===== config.mk =====
export PLATFORM = sky130hd
export DESIGN_NAME = prio_irq_ctl
export DESIGN_NICKNAME = d
export VERILOG_FILES = /design/src/rtl/prio_irq_ctl.sv
export SDC_FILE = /design/constraint.sdc
export NUM_CORES = 1
export LEC_CHECK = 0
export BUFFER_PORTS_ARGS = -buffer_cell sky130_fd_sc_hd__buf_4
export CAP_MARGIN = 30
export CORE_MARGIN = 4
export CORE_UTILIZATION = 50
export CTS_CLUSTER_SIZE = 10
export DETAILED_ROUTE_END_ITERATION = 8
export PLACE_DENSITY_LB_ADDON = 0.3
export SYNTH_ARGS = -nofsm -noshare
export SYNTH_HDL_FRONTEND = slang
export SYNTH_SLANG_ARGS = --single-unit

===== constraint.sdc =====
create_clock -name clk -period 2.7 [get_ports clk]
set_clock_uncertainty 0.2 [all_clocks]
set_input_delay 0.54 -clock clk [delete_from_list [all_inputs] [get_ports clk]]
set_output_delay 0.54 -clock clk [all_outputs]
set_load 0.005 [all_outputs]

===== src/rtl/prio_irq_ctl.sv =====
module prio_irq_ctl #(
  parameter int NREQ = 8
) (
  input  logic            clk,
  input  logic            rst_n,
  input  logic [NREQ-1:0] req_in,
  output logic            irq_out,
  input  logic            ack_n,
  input  logic            sel_n,
  input  logic            rd_n,
  input  logic            wr_n,
  input  logic            addr,
  input  logic [7:0]      din,
  output logic [7:0]      dout,
  output logic            dout_en
);
  localparam int IW = $clog2(NREQ);

  typedef enum logic [1:0] {ACK_IDLE, ACK_WAIT2, ACK_DRIVE} ack_t;

  logic [NREQ-1:0] pend_q, mask_q, live, clr;
  logic [7:0]      base_q;
  logic [IW-1:0]   win_idx, win_q;
  logic            ack_q, ack_fall, ack_first, ack_second, any_hit;
  logic            wr_hit, rd_hit, drive_vec;
  ack_t            phase_q;

  assign live       = pend_q & ~mask_q;
  assign any_hit    = |live;
  assign irq_out    = any_hit;
  assign ack_fall   = ack_q & ~ack_n;
  assign ack_first  = ack_fall && (phase_q == ACK_IDLE);
  assign ack_second = ack_fall && (phase_q == ACK_WAIT2);
  assign wr_hit     = !sel_n && !wr_n;
  assign rd_hit     = !sel_n && !rd_n;
  assign drive_vec  = (phase_q == ACK_DRIVE) && !ack_n;

  always_comb begin
    win_idx = IW'(NREQ - 1);
    for (int i = NREQ - 1; i >= 0; i--)
      if (live[i]) win_idx = IW'(i);
  end

  always_comb begin
    clr = '0;
    if (ack_first && any_hit) clr[win_idx] = 1'b1;
  end

  always_ff @(posedge clk or negedge rst_n) begin
    if (!rst_n) begin
      pend_q  <= '0;
      mask_q  <= '1;
      base_q  <= '0;
      ack_q   <= 1'b1;
      phase_q <= ACK_IDLE;
      win_q   <= '0;
    end else begin
      ack_q  <= ack_n;
      pend_q <= (pend_q | req_in) & ~clr;
      if (wr_hit) begin
        if (addr) base_q <= {din[7:IW], {IW{1'b0}}};
        else      mask_q <= din[NREQ-1:0];
      end
      case (phase_q)
        ACK_IDLE:  if (ack_first) begin
                     phase_q <= ACK_WAIT2;
                     win_q   <= win_idx;
                   end
        ACK_WAIT2: if (ack_second) phase_q <= ACK_DRIVE;
        ACK_DRIVE: if (ack_n) phase_q <= ACK_IDLE;
        default:   phase_q <= ACK_IDLE;
      endcase
    end
  end

  always_comb begin
    dout = '0;
    if (drive_vec)   dout = {base_q[7:IW], win_q};
    else if (rd_hit) dout = addr ? base_q : 8'(mask_q);
  end

  assign dout_en = drive_vec | rd_hit;
endmodule


==> results of run 1 <==
timing repair:
item,in CTS,in global routing
setup endpoints to repair,0,3
setup buffers,0,0
endpoints found under the hold margin,18,0
hold buffers,1,0
resized for setup,0,1
per-stage QoR:
stage / hold WS (ps) / worst slack (ps)
2_1_floorplan: 44.4 / 633
3_3_place_gp: 249 / 419
3_5_place_dp: 262 / 310
4_1_cts: 127 / 89.1
5_1_grt: 109 / 97.5
6_report: 143 / 245
worst max-delay path, stage by stage (launching register included):
cell and delay [ps]:
dfrtp_1 440, nor3b_1 150, buf_4 170, nor2_1 240
nand2_1 90, a21oi_1 170, buf_4 140
report_power, final:
part / internal, uW / switching, uW
registers: 496 / 58.1
logic: 148 / 140
clock network: 57.8 / 114
total: 702 / 312
layout make-up:
class | instances | share of cell area
Timing Repair Buffer | 36 | 0.166
Sequential cell | 27 | 0.417
Clock buffer | 4 | 0.0160
Tap cell | 30 | 0.0228
Multi-Input combinational cell | 88 | 0.374
Inverter | 2 | 0.00456
cell usage in the layout (no fill, tap or decap), types with 2 or more instances in the layout:
| cell type | n |
|---|---|
| nand2b_1 | 4 |
| a22o_1 | 3 |
| mux2_2 | 12 |
| a41oi_1 | 2 |
| o32a_1 | 3 |
| o22a_1 | 2 |
| nor3b_1 | 2 |
| a21oi_1 | 8 |
| dfstp_2 | 9 |
| buf_4 | 35 |
| nand2_1 | 10 |
| dfrtp_1 | 18 |
| nor2_1 | 12 |
| clkbuf_4 | 3 |
| inv_1 | 2 |
| o21ai_0 | 8 |
| nor2b_1 | 5 |
per-layer routing:
metal,up-vias,GRT usage,share of wire
met2,36,0.273,0.46
met3,4,0.0283,0.075
li1,509,-,-
met4,0,0.0680,0.0096
met1,514,0.244,0.45
met5,-,0,0
registers in the layout, summed over array words and instances, names as in the netlist:
| register | cells |
|---|---|
| base_q | 5 |
| phase_q | 2 |
| win_q | 3 |
| pend_q | 8 |
| mask_q | 8 |
| ack_q | 1 |
cell families after synthesis:
logic type             after synthesis  synth area share
AND/OR/NAND/NOR                     44             0.192
multiplexers                        12             0.102
buffers and inverters                5            0.0199
flip-flops                          27             0.519
AO/OA/AOI/OAI                       31             0.160
XOR/XNOR                             1           0.00662
worst max-delay path by stage:
stage	start	end	cells after the start
6_report	phase_q[1]	dout[6]	6
3_5_place_dp	ack_n	dout[2]	6
3_3_place_gp	ack_n	dout[2]	6
4_1_cts	phase_q[1]	dout[2]	5
5_1_grt	phase_q[1]	dout[7]	6
2_1_floorplan	ack_n	pend_q[5]	5
==> results.sh, run 1 <==
export IMPL_rows=18
export IMPL_ys_flop_type="dfrtp_1"
export IMPL_dr_pass1_iters=4
export IMPL_drt_iter0_markers=38
export IMPL_rrSetupSlack_ps=640
export IMPL_area_growth_pct=24.5
export IMPL_hold_depth=1
export IMPL_dp_cells=182
export IMPL_fin_util=0.659
export IMPL_syn_nets=143
export IMPL_initial_core_util=0.529
export IMPL_fin_cells=187
export IMPL_cts_sinks=27
export IMPL_die_w_microns=59.4
export IMPL_placed_area_sq_um=1600
export IMPL_num_io_pins=33
export IMPL_cp_end_kind="output port"
export IMPL_slew_headroom=0.748
export IMPL_fin_crit_sh=0.909
export IMPL_portBuffers=32
export IMPL_num_antenna_cells=0
export IMPL_multi_input_area_sq_um=616
export IMPL_synthesis_area_sq_um=1320
export IMPL_vias_per_cell=5.68
export IMPL_die_area_sq_um=3530
export IMPL_dpl_hpwl_microns=2150
export IMPL_max_cap_viol_count=0
export IMPL_run_status="finished clean"
export IMPL_grt_first_pass_wirelength_microns=4660
export IMPL_antenna_found_initial=0
export IMPL_synth_top_cell_area_share=0.341
export IMPL_grt_use_total=0.176
export IMPL_stdcell_area_sq_um=1650
export IMPL_grt_pass1_vias=1017
export IMPL_yosys_top_cells_area="dfrtp_1 (34%), dfstp_2 (18%), mux2_2 (10%)"
export IMPL_synth_cell_type_count=34
export IMPL_yosys_area_top_type="dfrtp_1"
export IMPL_n_fill_cell=200
export IMPL_hp_class="input port to flip-flop"
export IMPL_clk_latency_ps=320
export IMPL_holdPathEnd="ack_q"
export IMPL_powerDensity_nw_per_um2=616
export IMPL_syn_inst=120
export IMPL_worst_pin_slew_ps=375
export IMPL_hold_viol=0
export IMPL_setup_viol=0
export IMPL_seqCellArea_sq_um=687
export IMPL_cts_buffers=3
export IMPL_r2r_cells=4
export IMPL_core_area_sq_um=2500
export IMPL_irDropWorstVdd_mv=0.354
export IMPL_grt_overflow_total=0
export IMPL_yosysSeqAreaShare=0.519
export IMPL_synthArstFlopShare=1.00
export IMPL_cts_tree="done"
export IMPL_synth_edf_count=0
export IMPL_crit_path_start_kind="flip-flop"
export IMPL_synthTopCellsByCount="dfrtp_1 (18), mux2_2 (12), nor2_1 (12)"
export IMPL_cp_data_arrival_time_ps=1710
export IMPL_crit_fanout=11
export IMPL_clk_pin_slew_ps=130
export IMPL_gp_congestion=0.844
export IMPL_rsz0062_at_grt="no"
export IMPL_ant_nets=0
export IMPL_finalMaxSlewViolations=0
export IMPL_required_ps=1960
export IMPL_fmax_mhz=407
export IMPL_drive_above_1_share=0.439
export IMPL_yosysMostFrequentCell="dfrtp_1"
export IMPL_remaining_drc_errors=0
export IMPL_yosys_warnings=0
export IMPL_r2r_end="pend_q[4]"
export IMPL_final_nets=181
export IMPL_wire_per_inst_microns=15.0
export IMPL_final_setup_tns_ps=0
export IMPL_p_leak_uw=0.000689
export IMPL_min_delay_start="ack_n"
export IMPL_period_needed_ps=2450
export IMPL_grt_max_degree=28
export IMPL_cts_root_buf="clkbuf_4"
export IMPL_die_h_microns=59.4
export IMPL_finalPower_uw=1010
export IMPL_regToRegStartpoint="ack_q"
export IMPL_synth_seq_cells=27
export IMPL_cts_buffer_depth=2
export IMPL_route_vias_total=1063
export IMPL_crit_type="flip-flop to output port"
export IMPL_synth_area_per_cell_sq_um=11.0
export IMPL_wirelength_microns=2810
export IMPL_cts_htree_levels=1
Power figures use the tool's default switching activity.
==> run 2: changes to the inputs <==
Settings changed: SETUP_SLACK_MARGIN set to 0.5.
==> run 2 against run 1 <==
  * Routed wire length rose by 16%
  * Clock-buffer cell count is the same
  * Via count up 6.4%
  * First-iteration DRC count down 18%
  * Global-route usage up 1.7 points
  * Worst setup slack improved by 140 ps
  * Largest cell class is now multi-input combinational cells
==> results.sh, run 2 (synthesized netlist as in run 1, its figures left out) <==
export IMPL_run_status="finished clean"
export IMPL_route_vias_total=1131
export IMPL_clk_latency_ps=320
export IMPL_final_setup_tns_ps=0
export IMPL_cts_buffer_depth=2
export IMPL_p_int_uw=774
export IMPL_dr_pass1_iters=4
export IMPL_portBuffers=32
export IMPL_wire_per_inst_microns=16.3
export IMPL_grt_overflow_total=0
export IMPL_initial_core_util=0.529
export IMPL_cp_end_kind="output port"
export IMPL_num_io_pins=33
export IMPL_rows=18
export IMPL_irDropWorstVdd_mv=0.431
export IMPL_num_antenna_cells=0
export IMPL_fin_cells=200
export IMPL_clk_pin_slew_ps=140
export IMPL_antenna_found_initial=0
export IMPL_drt_iter0_markers=31
export IMPL_hold_viol=0
export IMPL_hp_class="input port to flip-flop"
export IMPL_cts_tree="done"
export IMPL_core_area_sq_um=2500
export IMPL_p_leak_uw=0.000778
export IMPL_switching_power_uw=362
export IMPL_cp_cell_sequence="nor3b_4 -> buf_6 -> nor4_4 -> a22o_1 -> buf_4"
export IMPL_drive_above_1_share=0.559
export IMPL_grt_max_degree=28
export IMPL_final_cell_mix="buf_4 (45), dfrtp_1 (18), mux2_2 (12), nand2_1 (10), dfstp_2 (9)"
export IMPL_setup_ws_ps=382
export IMPL_final_nets=194
export IMPL_comb_power_share=0.358
export IMPL_finalMaxSlewViolations=0
export IMPL_max_stage_delay_ps=450
export IMPL_worst_pin_slew_ps=447
export IMPL_cp_slowest_cell="dfrtp_1"
export IMPL_powerDensity_nw_per_um2=619
export IMPL_ant_nets=0
export IMPL_swShare=0.319
export IMPL_cp_data_arrival_time_ps=1580
export IMPL_required_ps=1960
export IMPL_crit_type="flip-flop to output port"
export IMPL_fmax_mhz=431
export IMPL_die_h_microns=59.4
export IMPL_cts_sinks=27
export IMPL_period_needed_ps=2320
export IMPL_p_clk_frac=0.155
export IMPL_crit_fanout=6
export IMPL_p_seq_frac=0.487
export IMPL_grt_first_pass_wirelength_microns=5040
export IMPL_slew_headroom=0.701
export IMPL_finalPower_uw=1140
export IMPL_setup_viol=0
export IMPL_cts_buffers=3
export IMPL_dpl_hpwl_microns=2150
export IMPL_final_common_cell="buf_4"
export IMPL_gp_congestion=0.844
export IMPL_largestRegisters="mask_q: 8 flops, pend_q: 8 flops, base_q: 5 flops"
export IMPL_wirelength_microns=3270
export IMPL_dp_cells=182
export IMPL_max_cap_viol_count=0
export IMPL_crit_path_start_kind="flip-flop"
export IMPL_cts_htree_levels=1
export IMPL_fin_crit_sh=0.859
export IMPL_cts_root_buf="clkbuf_4"
export IMPL_die_area_sq_um=3530
export IMPL_remaining_drc_errors=0
export IMPL_place_ws_ps=310
export IMPL_area_growth_pct=38.8
export IMPL_grt_use_total=0.193
export IMPL_grt_pass1_vias=1103
export IMPL_vias_per_cell=5.66
export IMPL_rsz0062_at_grt="yes"
export IMPL_die_w_microns=59.4
-- run 2: path summary, 6_finish.rpt --
kind | from | end | slack (ps) | cells after the start
max in group asynchronous | rst_n | mask_q[4] | 1560 | 2
worst min register to register | pend_q[0] | pend_q[0] | 280 | 1
worst min-delay path | ack_n | ack_q | 140 | 1
min in group asynchronous | rst_n | phase_q[0] | 440 | 2
worst max register to register | phase_q[0] | pend_q[4] | 540 | 5
worst max-delay path | phase_q[0] | dout[2] | 380 | 5
-- run 2: layer usage --
layer  global-route usage  part of all wire
met1                0.247              0.43
met2                0.329              0.50
met3               0.0283             0.059
met4               0.0680            0.0037
met5                    0                 0
-- run 2: stage by stage --
stage	instance area, sq um	hold WS [ps]	util
6_report	1840	143	0.734
5_1_grt	1840	111	0.734
4_1_cts	1770	136	0.706
3_5_place_dp	1600	262	0.642
3_3_place_gp	1600	249	0.642
2_1_floorplan	1320	44.4	-
-- run 2: critical path, delay by kind of cell (launching register included) --
kind | cells | cell delay (ps)
flops | 1 | 450
buf+inv | 2 | 310
simple gates | 2 | 300
compound gates | 1 | 190
-- run 2: layout make-up --
type,instances,area (sq um)
Timing Repair Buffer,49,382
Inverter,2,7.51
Clock buffer,4,26.3
Sequential cell,27,687
Tap cell,30,37.5
Fill cell,170,664
Multi-Input combinational cell,88,696
-- run 2: power groups by stage --
stage / combinational (uW) / clock, uW / sequential, uW
2_1_floorplan: 201 / 0 / 541
3_3_place_gp: 278 / 0 / 558
3_5_place_dp: 285 / 0 / 562
4_1_cts: 367 / 180 / 547
5_1_grt: 441 / 197 / 560
6_report: 407 / 176 / 553
-- run 2: repair_timing --
item                                    in CTS  in global routing
endpoints found under the setup margin      10                 12
hold endpoints to repair                    18                  0
cloned                                       1                  0
hold buffers                                 1                  0
gates resized for setup                     21                  8
buffers inserted                             6                  6
pin swaps                                   14                  8
